## config.mk

```make
export PLATFORM = sky130hd
export DESIGN_NAME = pwr_mode_ctrl
export DESIGN_NICKNAME = d
export VERILOG_FILES = /design/src/rtl/pwr_mode_pkg.sv /design/src/rtl/pwr_mode_ctrl_fsm.sv /design/src/rtl/pwr_mode_ctrl_dp.sv /design/src/rtl/pwr_mode_ctrl.sv
export SDC_FILE = /design/constraint.sdc
export NUM_CORES = 1
export LEC_CHECK = 0
export ABC_CLOCK_PERIOD_IN_PS = 2100
export BUFFER_PORTS_ARGS = -buffer_cell sky130_fd_sc_hd__buf_2
export CELL_PAD_IN_SITES_DETAIL_PLACEMENT = 0
export CELL_PAD_IN_SITES_GLOBAL_PLACEMENT = 1
export CORE_MARGIN = 3
export CORE_UTILIZATION = 30
export DETAILED_ROUTE_END_ITERATION = 12
export PLACE_DENSITY = 0.59
export SYNTH_ARGS = -nofsm -noshare
export SYNTH_HDL_FRONTEND = slang
export SYNTH_SLANG_ARGS = --single-unit
```

## constraint.sdc

```tcl
create_clock -name clk -period 2.1 [get_ports clk]
set_clock_uncertainty 0.05 [all_clocks]
set_input_delay 0.105 -clock clk [delete_from_list [all_inputs] [get_ports clk]]
set_output_delay 0.105 -clock clk [all_outputs]
set_load 0.03 [all_outputs]
```

## src/rtl/pwr_mode_pkg.sv

```systemverilog
package pwr_mode_pkg;
  localparam int MODE_W = 2;

  typedef enum logic [MODE_W-1:0] {
    MODE_NORMAL = 2'd0,
    MODE_SLOW   = 2'd1,
    MODE_SLEEP  = 2'd2
  } modeE;

  // strobes from the control FSM to the output datapath
  typedef struct packed {
    logic enterSleep;
    logic toSlow;
    logic toNormal;
    logic hfPreStart;
  } modeStrobesT;
endpackage

```

## src/rtl/pwr_mode_ctrl_fsm.sv

```systemverilog
module pwr_mode_ctrl_fsm
  import pwr_mode_pkg::*;
#(
  parameter int CfgW = 2,
  parameter logic [CfgW-1:0] LfCfgCode = {CfgW{1'b1}}
) (
  input  logic            clk,
  input  logic            rstN,
  input  logic [CfgW-1:0] oscCfg,
  input  logic            clkModeSlow,
  input  logic            haltStrobe,
  input  logic            wakeEvent,
  output modeStrobesT     strobes
);
  typedef enum logic [2:0] {
    ST_NORMAL, ST_SLOW, ST_TO_NORMAL, ST_SLEEP, ST_WAKE
  } stateE;

  stateE stateQ, stateD;
  logic  targetSlowQ, targetSlowD;
  logic  slowReq;

  always_comb slowReq = (oscCfg == LfCfgCode) && clkModeSlow;

  always_comb begin
    stateD      = stateQ;
    targetSlowD = targetSlowQ;
    strobes     = '0;
    unique case (stateQ)
      ST_NORMAL: begin
        if (haltStrobe) begin
          stateD = ST_SLEEP;
          strobes.enterSleep = 1'b1;
        end else if (slowReq) begin
          stateD = ST_SLOW;
          strobes.toSlow = 1'b1;
        end
      end
      ST_SLOW: begin
        if (haltStrobe) begin
          stateD = ST_SLEEP;
          strobes.enterSleep = 1'b1;
        end else if (!slowReq) begin
          stateD = ST_TO_NORMAL;
          strobes.hfPreStart = 1'b1;
        end
      end
      ST_TO_NORMAL: begin
        if (haltStrobe) begin
          stateD = ST_SLEEP;
          strobes.enterSleep = 1'b1;
        end else begin
          stateD = ST_NORMAL;
          strobes.toNormal = 1'b1;
        end
      end
      ST_SLEEP: begin
        if (wakeEvent) begin
          stateD      = ST_WAKE;
          targetSlowD = slowReq;
          strobes.hfPreStart = 1'b1;
        end
      end
      ST_WAKE: begin
        stateD = targetSlowQ ? ST_SLOW : ST_NORMAL;
        strobes.toSlow   = targetSlowQ;
        strobes.toNormal = !targetSlowQ;
      end
      default: stateD = ST_NORMAL;
    endcase
  end

  always_ff @(posedge clk or negedge rstN) begin
    if (!rstN) begin
      stateQ      <= ST_NORMAL;
      targetSlowQ <= 1'b0;
    end else begin
      stateQ      <= stateD;
      targetSlowQ <= targetSlowD;
    end
  end
endmodule

```

## src/rtl/pwr_mode_ctrl_dp.sv

```systemverilog
module pwr_mode_ctrl_dp
  import pwr_mode_pkg::*;
#(
  parameter int CfgW = 2,
  parameter logic [CfgW-1:0] LfCfgCode = {CfgW{1'b1}}
) (
  input  logic              clk,
  input  logic              rstN,
  input  modeStrobesT       strobes,
  input  logic [CfgW-1:0]   oscCfg,
  input  logic              wdtSrcIndep,
  output logic              hfOscEn,
  output logic              lfOscEn,
  output logic              sysClkSelLf,
  output logic [MODE_W-1:0] modeOut,
  output logic              wdtClear,
  output logic              wdtRun
);
  modeE modeQ;

  always_ff @(posedge clk or negedge rstN) begin
    if (!rstN) begin
      hfOscEn     <= 1'b1;
      lfOscEn     <= 1'b0;
      sysClkSelLf <= 1'b0;
      modeQ       <= MODE_NORMAL;
      wdtClear    <= 1'b1;
      wdtRun      <= 1'b1;
    end else begin
      lfOscEn  <= (oscCfg == LfCfgCode);
      wdtClear <= strobes.enterSleep;
      if (strobes.enterSleep) begin
        hfOscEn <= 1'b0;
        modeQ   <= MODE_SLEEP;
        wdtRun  <= wdtSrcIndep;
      end else if (strobes.toSlow) begin
        hfOscEn     <= 1'b0;
        sysClkSelLf <= 1'b1;
        modeQ       <= MODE_SLOW;
        wdtRun      <= 1'b1;
      end else if (strobes.toNormal) begin
        hfOscEn     <= 1'b1;
        sysClkSelLf <= 1'b0;
        modeQ       <= MODE_NORMAL;
        wdtRun      <= 1'b1;
      end else if (strobes.hfPreStart) begin
        hfOscEn <= 1'b1;
      end
    end
  end

  always_comb modeOut = modeQ;
endmodule

```

## src/rtl/pwr_mode_ctrl.sv

```systemverilog
module pwr_mode_ctrl
  import pwr_mode_pkg::*;
#(
  parameter int CfgW = 2,
  parameter logic [CfgW-1:0] LfCfgCode = {CfgW{1'b1}}
) (
  input  logic            clk,
  input  logic            rstN,
  input  logic [CfgW-1:0] oscCfg,
  input  logic            clkModeSlow,
  input  logic            haltStrobe,
  input  logic            wakeEvent,
  input  logic            wdtSrcIndep,
  output logic            hfOscEn,
  output logic            lfOscEn,
  output logic            sysClkSelLf,
  output logic [1:0]      modeOut,
  output logic            wdtClear,
  output logic            wdtRun
);
  modeStrobesT strobes;

  pwr_mode_ctrl_fsm #(.CfgW(CfgW), .LfCfgCode(LfCfgCode)) fsm_i (
    .clk(clk), .rstN(rstN), .oscCfg(oscCfg), .clkModeSlow(clkModeSlow),
    .haltStrobe(haltStrobe), .wakeEvent(wakeEvent), .strobes(strobes)
  );

  pwr_mode_ctrl_dp #(.CfgW(CfgW), .LfCfgCode(LfCfgCode)) dp_i (
    .clk(clk), .rstN(rstN), .strobes(strobes), .oscCfg(oscCfg),
    .wdtSrcIndep(wdtSrcIndep), .hfOscEn(hfOscEn), .lfOscEn(lfOscEn),
    .sysClkSelLf(sysClkSelLf), .modeOut(modeOut), .wdtClear(wdtClear),
    .wdtRun(wdtRun)
  );
endmodule

```

==> impl_metrics.json, run 1 <==
{
  "yosysSeqAreaShare_pct": 46.4,
  "wire_per_inst_um": 12.3,
  "drv.max_cap_violation_count": 0,
  "sort_of_element_at_the_start_of_the_critical_path": "register",
  "hold_viol": 0,
  "routed_via_density": 4.71,
  "rsz_0062_raised_after_global_routing": "false",
  "layout_worst_path_cycle_share_pct": 70.5,
  "post_layout_nonfiller_instances": 103,
  "ys_types": 32,
  "drive_above_1_share_pct": 33.3,
  "dominant_cell_type_by_area_after_synthesis": "sky130_fd_sc_hd__dfrtp_1",
  "finalSetupViolations": 0,
  "ys.warnings.count": 0,
  "cp_slowest_cell": "sky130_fd_sc_hd__dfrtp_1",
  "antenna_found_initial": 0,
  "design.die.area_sq_mm": 0.00258,
  "clock_latency_ns": 0.26,
  "combPwrFrac_pct": 43.6,
  "detailedPlacementHpwl_um": 931,
  "power.ir.vdd_worst_uv": 609,
  "first_global_vias": 448,
  "pin_count_of_the_biggest_net_entering_global_routing": 14,
  "cts.htree.levels": 1,
  "critical_path.cell_chain": "and2b_4 -> and3_4 -> mux2_2",
  "power_frac_clock_pct": 14.2,
  "path_buf_inv": 0,
  "ant_nets": 0,
  "internal-power_w": 0.000570,
  "actual_slew_at_the_worst_max_slew_pin_ns": 0.427,
  "die_h_um": 50.8,
  "synth_cells": 61,
  "p_per_area_mw_per_mm2": 1380,
  "drv_slew": 0,
  "nets": 87,
  "clock.fmax_ghz": 0.675,
  "mostFrequentLayoutCells": "14 x sky130_fd_sc_hd__buf_2, 8 x sky130_fd_sc_hd__dfrtp_1, 7 x sky130_fd_sc_hd__a21oi_1, 4 x sky130_fd_sc_hd__inv_1, 4 x sky130_fd_sc_hd__nor2_1",
  "cts_num_sinks": 11,
  "mean_instance_size_in_the_synthesized_netlist_sq_um": 9.87,
  "cts_inserted_buffers": 3,
  "cts_tree": "done",
  "globalRouteOverflowTotal": 0,
  "detailedRoute.firstIterationViolations": 21,
  "design_power_total_w": 0.000992,
  "die_w_um": 50.8,
  "num_antenna_cells": 0,
  "syn-cell-area_sq_um": 602,
  "drt_drc_violations_left": 0,
  "place.port_buffers": 14,
  "setup.worst_path.end_class": "register",
  "core_region_area_sq_mm": 0.00180,
  "min_path_type": "input pin to register",
  "slowest_delay_ns": 0.49,
  "layout-area-overhead-vs-synth_pct": 19.5,
  "gp_routability_congestion": 0.731,
  "net-switching-power_w": 0.000422,
  "sequentialPowerShare_pct": 42.2,
  "synth.top_cell.area_share_pct": 33.3,
  "io_pins": 15,
  "setup_total_negative_slack_ns": 0,
  "p_leak_nw": 0.328,
  "timing.critical_path.required_ns": 2.20,
  "crit_family": "simple AND/OR/NAND/NOR gates",
  "clk_pin_slew_worst_paths_ns": 0.07,
  "clock_tree.buffer_depth": 2,
  "synthTopCellsByArea": "sky130_fd_sc_hd__dfrtp_1 33%, sky130_fd_sc_hd__dfstp_2 13%, sky130_fd_sc_hd__a21oi_1 5.8%",
  "status": "complete, no violations",
  "cts_root_buffer": "sky130_fd_sc_hd__clkbuf_4",
  "critical_path_peak_fanout": 11,
  "drt-total-wl_um": 1270,
  "mostFrequentLayoutCell": "sky130_fd_sc_hd__buf_2",
  "max-slew-margin-rel_pct": 71.5,
  "num_rows": 15,
  "route.vias.total": 485,
  "final_period_minus_worst_setup_slack_ns": 1.48,
  "power.share.switching_pct": 42.6,
  "placed_cells": 97,
  "worst_ep_arrival_time_ns": 1.58,
  "worstSetupPathType": "register to register",
  "drtPass1Iterations": 3,
  "grtUsageTotal_pct": 11.5,
  "mappedNetlistNets": 69,
  "cts-resized-gates": 0,
  "ys_seq_elements": 11,
  "grt_pass1_wl_um": 2130,
  "initial_utilization_pct": 33.4
}
## synthesized netlist by cell type
cell type,n
sky130_fd_sc_hd__a21boi_1,1
sky130_fd_sc_hd__and2_1,1
sky130_fd_sc_hd__and2b_4,1
sky130_fd_sc_hd__inv_2,1
sky130_fd_sc_hd__or2_1,2
sky130_fd_sc_hd__nand2_1,2
sky130_fd_sc_hd__mux2_2,1
sky130_fd_sc_hd__buf_6,2
sky130_fd_sc_hd__dfstp_2,3
sky130_fd_sc_hd__o31ai_1,1
sky130_fd_sc_hd__and3_4,1
sky130_fd_sc_hd__o22ai_1,1
sky130_fd_sc_hd__and3_1,1
sky130_fd_sc_hd__nor3b_2,1
sky130_fd_sc_hd__o2bb2ai_1,1
sky130_fd_sc_hd__inv_1,4
sky130_fd_sc_hd__nor2_1,4
sky130_fd_sc_hd__nand2b_2,1
sky130_fd_sc_hd__buf_4,1
sky130_fd_sc_hd__a21boi_0,1
sky130_fd_sc_hd__o22a_1,1
sky130_fd_sc_hd__a311oi_1,1
sky130_fd_sc_hd__a21oi_1,7
sky130_fd_sc_hd__o21ai_0,3
sky130_fd_sc_hd__nand2b_1,2
sky130_fd_sc_hd__o221ai_1,1
sky130_fd_sc_hd__nand3_1,1
sky130_fd_sc_hd__a31oi_1,2
sky130_fd_sc_hd__a22oi_1,1
sky130_fd_sc_hd__nor2b_1,1
sky130_fd_sc_hd__a21o_1,2
sky130_fd_sc_hd__dfrtp_1,8
## cells by family after synthesis
family                 Yosys count  synth area share, %
and+or+nand+nor                 18                 18.9
buffers and inverters            8                 8.11
AOI/OAI and AO/OA               23                 24.7
DFF                             11                 46.4
muxes                            1                 1.87
## through the flow
| stage | instance area (sq um) | hold WS [ns] | utilization, % | worst slack, ns |
|---|---|---|---|---|
| 6_report | 719 | 0.0277 | 39.9 | 0.619 |
| 5_1_grt | 719 | 0.0117 | 39.9 | 0.578 |
| 4_1_cts | 719 | 0.0131 | 39.9 | 0.627 |
| 3_5_place_dp | 673 | -0.0566 | 37.4 | 0.640 |
| 3_3_place_gp | 673 | -0.0543 | 37.4 | 0.667 |
| 2_1_floorplan | 602 | -0.241 | - | 0.822 |
## sequential cells by signal, summed over array words and instances, names as in the netlist
name               count
dp_i.hfOscEn           1
dp_i.lfOscEn           1
dp_i.modeOut           2
dp_i.sysClkSelLf       1
dp_i.wdtClear          1
dp_i.wdtRun            1
fsm_i.stateQ           3
fsm_i.targetSlowQ      1
## routing by layer
layer | up-vias | track usage (%) | routed length [um]
met5 | - | 0 | 0
met4 | 0 | 4.04 | 15
met3 | 2 | 6.23 | 65
met2 | 11 | 14.8 | 531
met1 | 220 | 15.9 | 654
li1 | 252 | - | -
## power groups by stage
stage	registers, W	clock network, W	logic, W
global placement	0.000420	0	0.000437
global route	0.000436	0.000165	0.000474
finish	0.000418	0.000141	0.000433
floorplan	0.000460	0	0.000322
detailed placement	0.000422	0	0.000432
CTS	0.000417	0.000151	0.000438
## worst paths after layout
path / slack, ns / depth (start not counted) / to / startpoint
setup reg to reg: 0.62 / 3 / fsm_i.targetSlowQ / fsm_i.stateQ[2]
min in group asynchronous: 0.19 / 2 / dp_i.lfOscEn / rstN
hold / removal: 0.03 / 2 / fsm_i.stateQ[1] / wakeEvent
hold reg to reg: 0.43 / 2 / dp_i.hfOscEn / dp_i.hfOscEn
max in group asynchronous: 1.55 / 2 / dp_i.hfOscEn / rstN
setup / recovery: 0.62 / 3 / fsm_i.targetSlowQ / fsm_i.stateQ[2]
## cell type report
| class | instances | area, sq um |
|---|---|---|
| fillers | 205 | 1080 |
| flip-flops and latches | 11 | 279 |
| multi-input cells | 42 | 274 |
| repair buffers | 16 | 90.1 |
| well taps | 25 | 31.3 |
| clock buffers | 4 | 26.3 |
| inverters | 5 | 18.8 |
## timing repair
action,in CTS,in global routing
hold buffers,2,0
hold endpoints to repair,12,0
buffers inserted,0,0
(Power assumes the default switching activity.)
==> run 2, diff against run 1 <==
--- a/config.mk
+++ b/config.mk
@@ -5,7 +5,7 @@
 export SDC_FILE = /design/constraint.sdc
 export NUM_CORES = 1
 export LEC_CHECK = 0
-export ABC_CLOCK_PERIOD_IN_PS = 2100
+export ABC_CLOCK_PERIOD_IN_PS = 1440
 export BUFFER_PORTS_ARGS = -buffer_cell sky130_fd_sc_hd__buf_2
 export CELL_PAD_IN_SITES_DETAIL_PLACEMENT = 0
 export CELL_PAD_IN_SITES_GLOBAL_PLACEMENT = 1
==> constraint.sdc (replaced) <==
create_clock -name clk -period 1.44 [get_ports clk]
set_clock_uncertainty 0.05 [all_clocks]
set_input_delay 0.072 -clock clk [delete_from_list [all_inputs] [get_ports clk]]
set_output_delay 0.072 -clock clk [all_outputs]
set_load 0.03 [all_outputs]
==> run 2 against run 1 <==
Effect of this change:
- die area is the same
- critical path type unchanged
- highest routed layer unchanged
- final cell count grew 4.9%
- via count grew 7.0%
- hold slack lost 0.0076 ns
- clock power grew 55%
- critical endpoint unchanged
- first-iteration DRC count shrank 29%
- largest cell class unchanged
- combinational power grew 83%
==> impl_metrics.json, run 2 (synthesized netlist as in run 1, its figures left out) <==
{
  "pin_count_of_the_biggest_net_entering_global_routing": 12,
  "timing.critical_path.required_ns": 1.55,
  "core_region_area_sq_mm": 0.00180,
  "setup.worst_path.end_class": "register",
  "min_path_type": "input pin to register",
  "critPathCapture": "fsm_i.targetSlowQ",
  "drt_drc_violations_left": 0,
  "mostFrequentLayoutCell": "sky130_fd_sc_hd__buf_2",
  "io_pins": 15,
  "clock_latency_ns": 0.27,
  "drt-total-wl_um": 1350,
  "cts_root_buffer": "sky130_fd_sc_hd__clkbuf_4",
  "sequentialPowerShare_pct": 35.2,
  "die_h_um": 50.8,
  "clock.fmax_ghz": 0.722,
  "num_antenna_cells": 0,
  "ant_nets": 0,
  "antenna_found_initial": 0,
  "combPwrFrac_pct": 50.8,
  "gp_routability_congestion": 0.790,
  "routed_via_density": 4.81,
  "cts_inserted_buffers": 3,
  "layout_worst_path_cycle_share_pct": 96.1,
  "hold_viol": 0,
  "critical_path_peak_fanout": 5,
  "power.share.switching_pct": 42.2,
  "placed_cells": 101,
  "p_per_area_mw_per_mm2": 2040,
  "net-switching-power_w": 0.000657,
  "post_cts_buffers": 0,
  "r2r-start": "fsm_i.stateQ[2]",
  "detailedRoute.firstIterationViolations": 15,
  "fill_cells": 185,
  "p_leak_nw": 0.354,
  "worst_ep_arrival_time_ns": 1.49,
  "mostFrequentLayoutCells": "14 x sky130_fd_sc_hd__buf_2, 8 x sky130_fd_sc_hd__dfrtp_1, 7 x sky130_fd_sc_hd__a21oi_1",
  "drive_above_1_share_pct": 37.3,
  "initial_utilization_pct": 33.4,
  "worstSetupPathType": "register to register",
  "top_register": "fsm_i.stateQ",
  "cts_tree": "done",
  "die_w_um": 50.8,
  "rr_worst_depth": 3,
  "post_layout_nonfiller_instances": 108,
  "first_global_vias": 498,
  "power_frac_clock_pct": 14.0,
  "drv_slew": 0,
  "cts.htree.levels": 1,
  "final.hold.worst_slack_ns": 0.0201,
  "max-slew-margin-rel_pct": 81.9,
  "crit_start": "fsm_i.stateQ[2]",
  "drv.max_cap_violation_count": 0,
  "grt_pass1_wl_um": 2330,
  "final_period_minus_worst_setup_slack_ns": 1.38,
  "route.vias.total": 519,
  "nets": 92,
  "num_rows": 15,
  "timing.reg2reg.setup_slack_ns": 0.06,
  "wire_per_inst_um": 12.5,
  "sort_of_element_at_the_start_of_the_critical_path": "register",
  "internal-power_w": 0.000901,
  "drtPass1Iterations": 4,
  "cts_num_sinks": 11,
  "largest_register_ffs": 3,
  "detailedPlacementHpwl_um": 981,
  "design.die.area_sq_mm": 0.00258,
  "power.ir.vdd_worst_uv": 920,
  "globalRouteOverflowTotal": 0,
  "actual_slew_at_the_worst_max_slew_pin_ns": 0.270,
  "clock_tree.buffer_depth": 2,
  "rsz_0062_raised_after_global_routing": "false",
  "layout-area-overhead-vs-synth_pct": 27.0,
  "clk_pin_slew_worst_paths_ns": 0.08,
  "grtUsageTotal_pct": 12.4,
  "place.port_buffers": 14,
  "finalSetupViolations": 0,
  "status": "complete, no violations",
  "r2r-end": "fsm_i.targetSlowQ",
  "setup_total_negative_slack_ns": 0
}
==> run 2: cell types whose count changed in the layout (fill, tap and decap cells not counted), sizes merged <==
cell,delta
buf,+4
dlygate4sd3,+1
==> run 2: per-stage QoR <==
stage	setup WS [ns]	util (%)	power, W	cell area, sq um
floorplan	0.162	-	0.00114	602
global placement	0.0675	39.0	0.00134	703
detailed placement	0.0733	39.0	0.00132	703
CTS	0.0630	42.2	0.00156	759
global route	0.0174	42.4	0.00168	764
finish	0.0555	42.4	0.00156	764
==> run 2: final cells by class <==
class,instances,area [sq um],area share [%]
Sequential cell,11,279,36.5
Multi-Input combinational cell,42,279,36.5
Timing Repair Buffer,21,130,17.0
Tap cell,25,31.3,4.09
Clock buffer,4,26.3,3.44
Inverter,5,18.8,2.45
==> run 2: how the worst min path moves through the flow <==
stage | from | end | slack [ns] | depth (start not counted)
after floorplan | rstN | dp_i.lfOscEn | -0.27 | 0
after global placement | rstN | dp_i.modeOut[1] | -0.09 | 1
after detailed placement | rstN | dp_i.modeOut[1] | -0.09 | 1
after CTS | oscCfg[1] | dp_i.lfOscEn | 0.01 | 2
after global routing | haltStrobe | dp_i.wdtClear | 0.04 | 3
final | oscCfg[1] | dp_i.lfOscEn | 0.02 | 2
==> run 2: routing by layer <==
layer,track usage [%],up-vias,part of all wire (%)
li1,-,266,-
met1,17.6,241,49
met2,17.2,10,46
met3,6.23,2,4.2
met4,1.35,0,0.89
met5,0,-,0
==> run 2: timing repair <==
action	4_1_cts	5_1_grt
resized for setup	0	1
endpoints found under the hold margin	13	0
hold buffers	3	0
setup endpoints to repair	0	2
==> run 2: power by group through the flow <==
stage | Combinational, W | Sequential, W | Clock (W)
floorplan | 0.000469 | 0.000672 | 0
global placement | 0.000789 | 0.000551 | 0
detailed placement | 0.000773 | 0.000551 | 0
CTS | 0.000781 | 0.000547 | 0.000229
global route | 0.000865 | 0.000570 | 0.000249
finish | 0.000791 | 0.000548 | 0.000219
==> run 2: critical path, cell delays in order, from the launching register on <==
cell	delay (ns)
sky130_fd_sc_hd__dfrtp_1	0.43
sky130_fd_sc_hd__and2b_4	0.28
sky130_fd_sc_hd__and3_4	0.19
sky130_fd_sc_hd__mux2_2	0.32
==> run 3, diff against run 2 <==
--- a/config.mk
+++ b/config.mk
@@ -12,6 +12,7 @@
 export CORE_MARGIN = 3
 export CORE_UTILIZATION = 30
 export DETAILED_ROUTE_END_ITERATION = 12
+export HOLD_SLACK_MARGIN = 0.12
 export PLACE_DENSITY = 0.59
 export SYNTH_ARGS = -nofsm -noshare
 export SYNTH_HDL_FRONTEND = slang
==> constraint.sdc (replaced) <==
create_clock -name clk -period 1.44 [get_ports clk]
set_clock_uncertainty 0.05 [all_clocks]
set_input_delay 0.144 -clock clk [delete_from_list [all_inputs] [get_ports clk]]
set_output_delay 0.144 -clock clk [all_outputs]
set_load 0.03 [all_outputs]
==> run 3 against run 2 <==
Effect of this change:
- final area increased by 4.3%
- sequential share of layout area decreased by 1.5 points
- sequential power about the same
- largest cell class unchanged
==> impl_metrics.json, run 3 (synthesized netlist as in run 1, its figures left out) <==
{
  "cts_num_sinks": 11,
  "path_buf_inv": 0,
  "mostFrequentLayoutCells": "14 x sky130_fd_sc_hd__buf_2, 8 x sky130_fd_sc_hd__dfrtp_1, 7 x sky130_fd_sc_hd__a21oi_1, 5 x sky130_fd_sc_hd__dlygate4sd3_1",
  "cts_tree": "done",
  "clock.fmax_ghz": 0.726,
  "actual_slew_at_the_worst_max_slew_pin_ns": 0.282,
  "initial_utilization_pct": 33.4,
  "hold_viol": 0,
  "place.port_buffers": 14,
  "top_register": "fsm_i.stateQ",
  "cts_inserted_buffers": 3,
  "routed_via_density": 4.87,
  "io_pins": 15,
  "gp_routability_congestion": 0.790,
  "mostFrequentLayoutCell": "sky130_fd_sc_hd__buf_2",
  "core_region_area_sq_mm": 0.00180,
  "drv.max_cap_violation_count": 0,
  "design.die.area_sq_mm": 0.00258,
  "drt_drc_violations_left": 0,
  "grt_pass1_wl_um": 2410,
  "layout_worst_path_cycle_share_pct": 95.7,
  "r2r-end": "fsm_i.targetSlowQ",
  "worstSetupPathType": "register to register",
  "post_cts_buffers": 0,
  "net-switching-power_w": 0.000650,
  "cp_slowest_cell": "sky130_fd_sc_hd__dfrtp_1",
  "drv_slew": 0,
  "die_h_um": 50.8,
  "globalRouteOverflowTotal": 0,
  "utilization_pct": 44.2,
  "layout-area-overhead-vs-synth_pct": 32.4,
  "num_rows": 15,
  "crit_start": "fsm_i.stateQ[2]",
  "rsz_0062_raised_after_global_routing": "false",
  "sort_of_element_at_the_start_of_the_critical_path": "register",
  "combPwrFrac_pct": 50.9,
  "cts.htree.levels": 1,
  "timing.reg2reg.setup_slack_ns": 0.06,
  "final_period_minus_worst_setup_slack_ns": 1.38,
  "route.vias.total": 541,
  "drt-total-wl_um": 1360,
  "slowest_delay_ns": 0.43,
  "sequentialPowerShare_pct": 35.2,
  "setup.worst_path.end_class": "register",
  "clock_tree.buffer_depth": 2,
  "antenna_found_initial": 0,
  "detailedRoute.firstIterationViolations": 17,
  "nets": 95,
  "power.ir.vdd_worst_uv": 916,
  "power_frac_clock_pct": 13.9,
  "p_per_area_mw_per_mm2": 1950,
  "rr_worst_depth": 3,
  "fill_cells": 180,
  "cts_root_buffer": "sky130_fd_sc_hd__clkbuf_4",
  "crit_family": "simple AND/OR/NAND/NOR gates",
  "max-slew-margin-rel_pct": 81.2,
  "clock_latency_ns": 0.27,
  "internal-power_w": 0.000906,
  "clk_pin_slew_worst_paths_ns": 0.07,
  "first_global_vias": 515,
  "critical_path_peak_fanout": 5,
  "num_antenna_cells": 0,
  "worst_ep_arrival_time_ns": 1.48,
  "pin_count_of_the_biggest_net_entering_global_routing": 12,
  "status": "complete, no violations",
  "power.share.switching_pct": 41.8,
  "drive_above_1_share_pct": 36.0,
  "detailedPlacementHpwl_um": 981,
  "p_leak_nw": 0.376,
  "largest_register_ffs": 3,
  "finalSetupViolations": 0,
  "timing.critical_path.required_ns": 1.55,
  "ant_nets": 0,
  "critical_path.cell_chain": "and2b_4 -> and3_4 -> mux2_2",
  "setup_total_negative_slack_ns": 0,
  "wire_per_inst_um": 12.3,
  "min_path_type": "input pin to asynchronous set/reset pin",
  "grtUsageTotal_pct": 13.0,
  "r2r-start": "fsm_i.stateQ[2]",
  "drtPass1Iterations": 4,
  "die_w_um": 50.8
}
==> run 3: cell count changes in the layout (fill, tap and decap cells not counted) <==
cell                             delta
sky130_fd_sc_hd__dlygate4sd3_1      +2
sky130_fd_sc_hd__dlymetal6s4s_1     +1
==> run 3: metrics by stage <==
step	hold WS, ns	cell area (sq um)	setup WS (ns)	std cells	total power [W]
final	0.218	797	0.0623	111	0.00156
after global routing	0.238	797	0.0174	111	0.00169
after CTS	0.213	790	0.0630	111	0.00156
after detailed placement	-0.0172	703	0.0733	101	0.00132
after global placement	-0.0169	703	0.0675	101	0.00134
after floorplan	-0.202	602	0.162	61	0.00114
==> run 3: how the worst max path moves through the flow <==
stage,end,slack [ns],cells past startpoint
CTS,fsm_i.targetSlowQ,0.06,3
global placement,fsm_i.targetSlowQ,0.07,3
finish,fsm_i.targetSlowQ,0.06,3
global route,fsm_i.targetSlowQ,0.02,3
floorplan,fsm_i.targetSlowQ,0.16,3
detailed placement,fsm_i.targetSlowQ,0.07,3
==> run 3: layout make-up <==
| class | instances | area, sq um | area share, % |
|---|---|---|---|
| sequential | 11 | 279 | 35.0 |
| multi-input combinational | 42 | 279 | 35.0 |
| timing repair buffer | 24 | 163 | 20.4 |
| tap | 25 | 31.3 | 3.92 |
| clock buffer | 4 | 26.3 | 3.30 |
| inverter | 5 | 18.8 | 2.35 |
==> run 3: routing by layer <==
metal / GRT usage, % / up-vias / wire (um)
li1: - / 272 / -
met2: 18.9 / 19 / 659
met5: 0 / - / 0
met4: 1.35 / 0 / 12
met1: 17.8 / 248 / 614
met3: 6.23 / 2 / 74
==> run 3: what timing repair did <==
action / CTS / global route
resized for setup: 0 / 2
hold buffers: 6 / 0
setup endpoints to repair: 0 / 3
endpoints found under the hold margin: 15 / 0
==> run 3: power by group through the flow <==
stage / logic, W / clock network, W / registers [W]
floorplan: 0.000469 / 0 / 0.000672
global placement: 0.000789 / 0 / 0.000551
detailed placement: 0.000773 / 0 / 0.000551
CTS: 0.000787 / 0.000229 / 0.000547
global route: 0.000873 / 0.000249 / 0.000570
finish: 0.000792 / 0.000217 / 0.000548
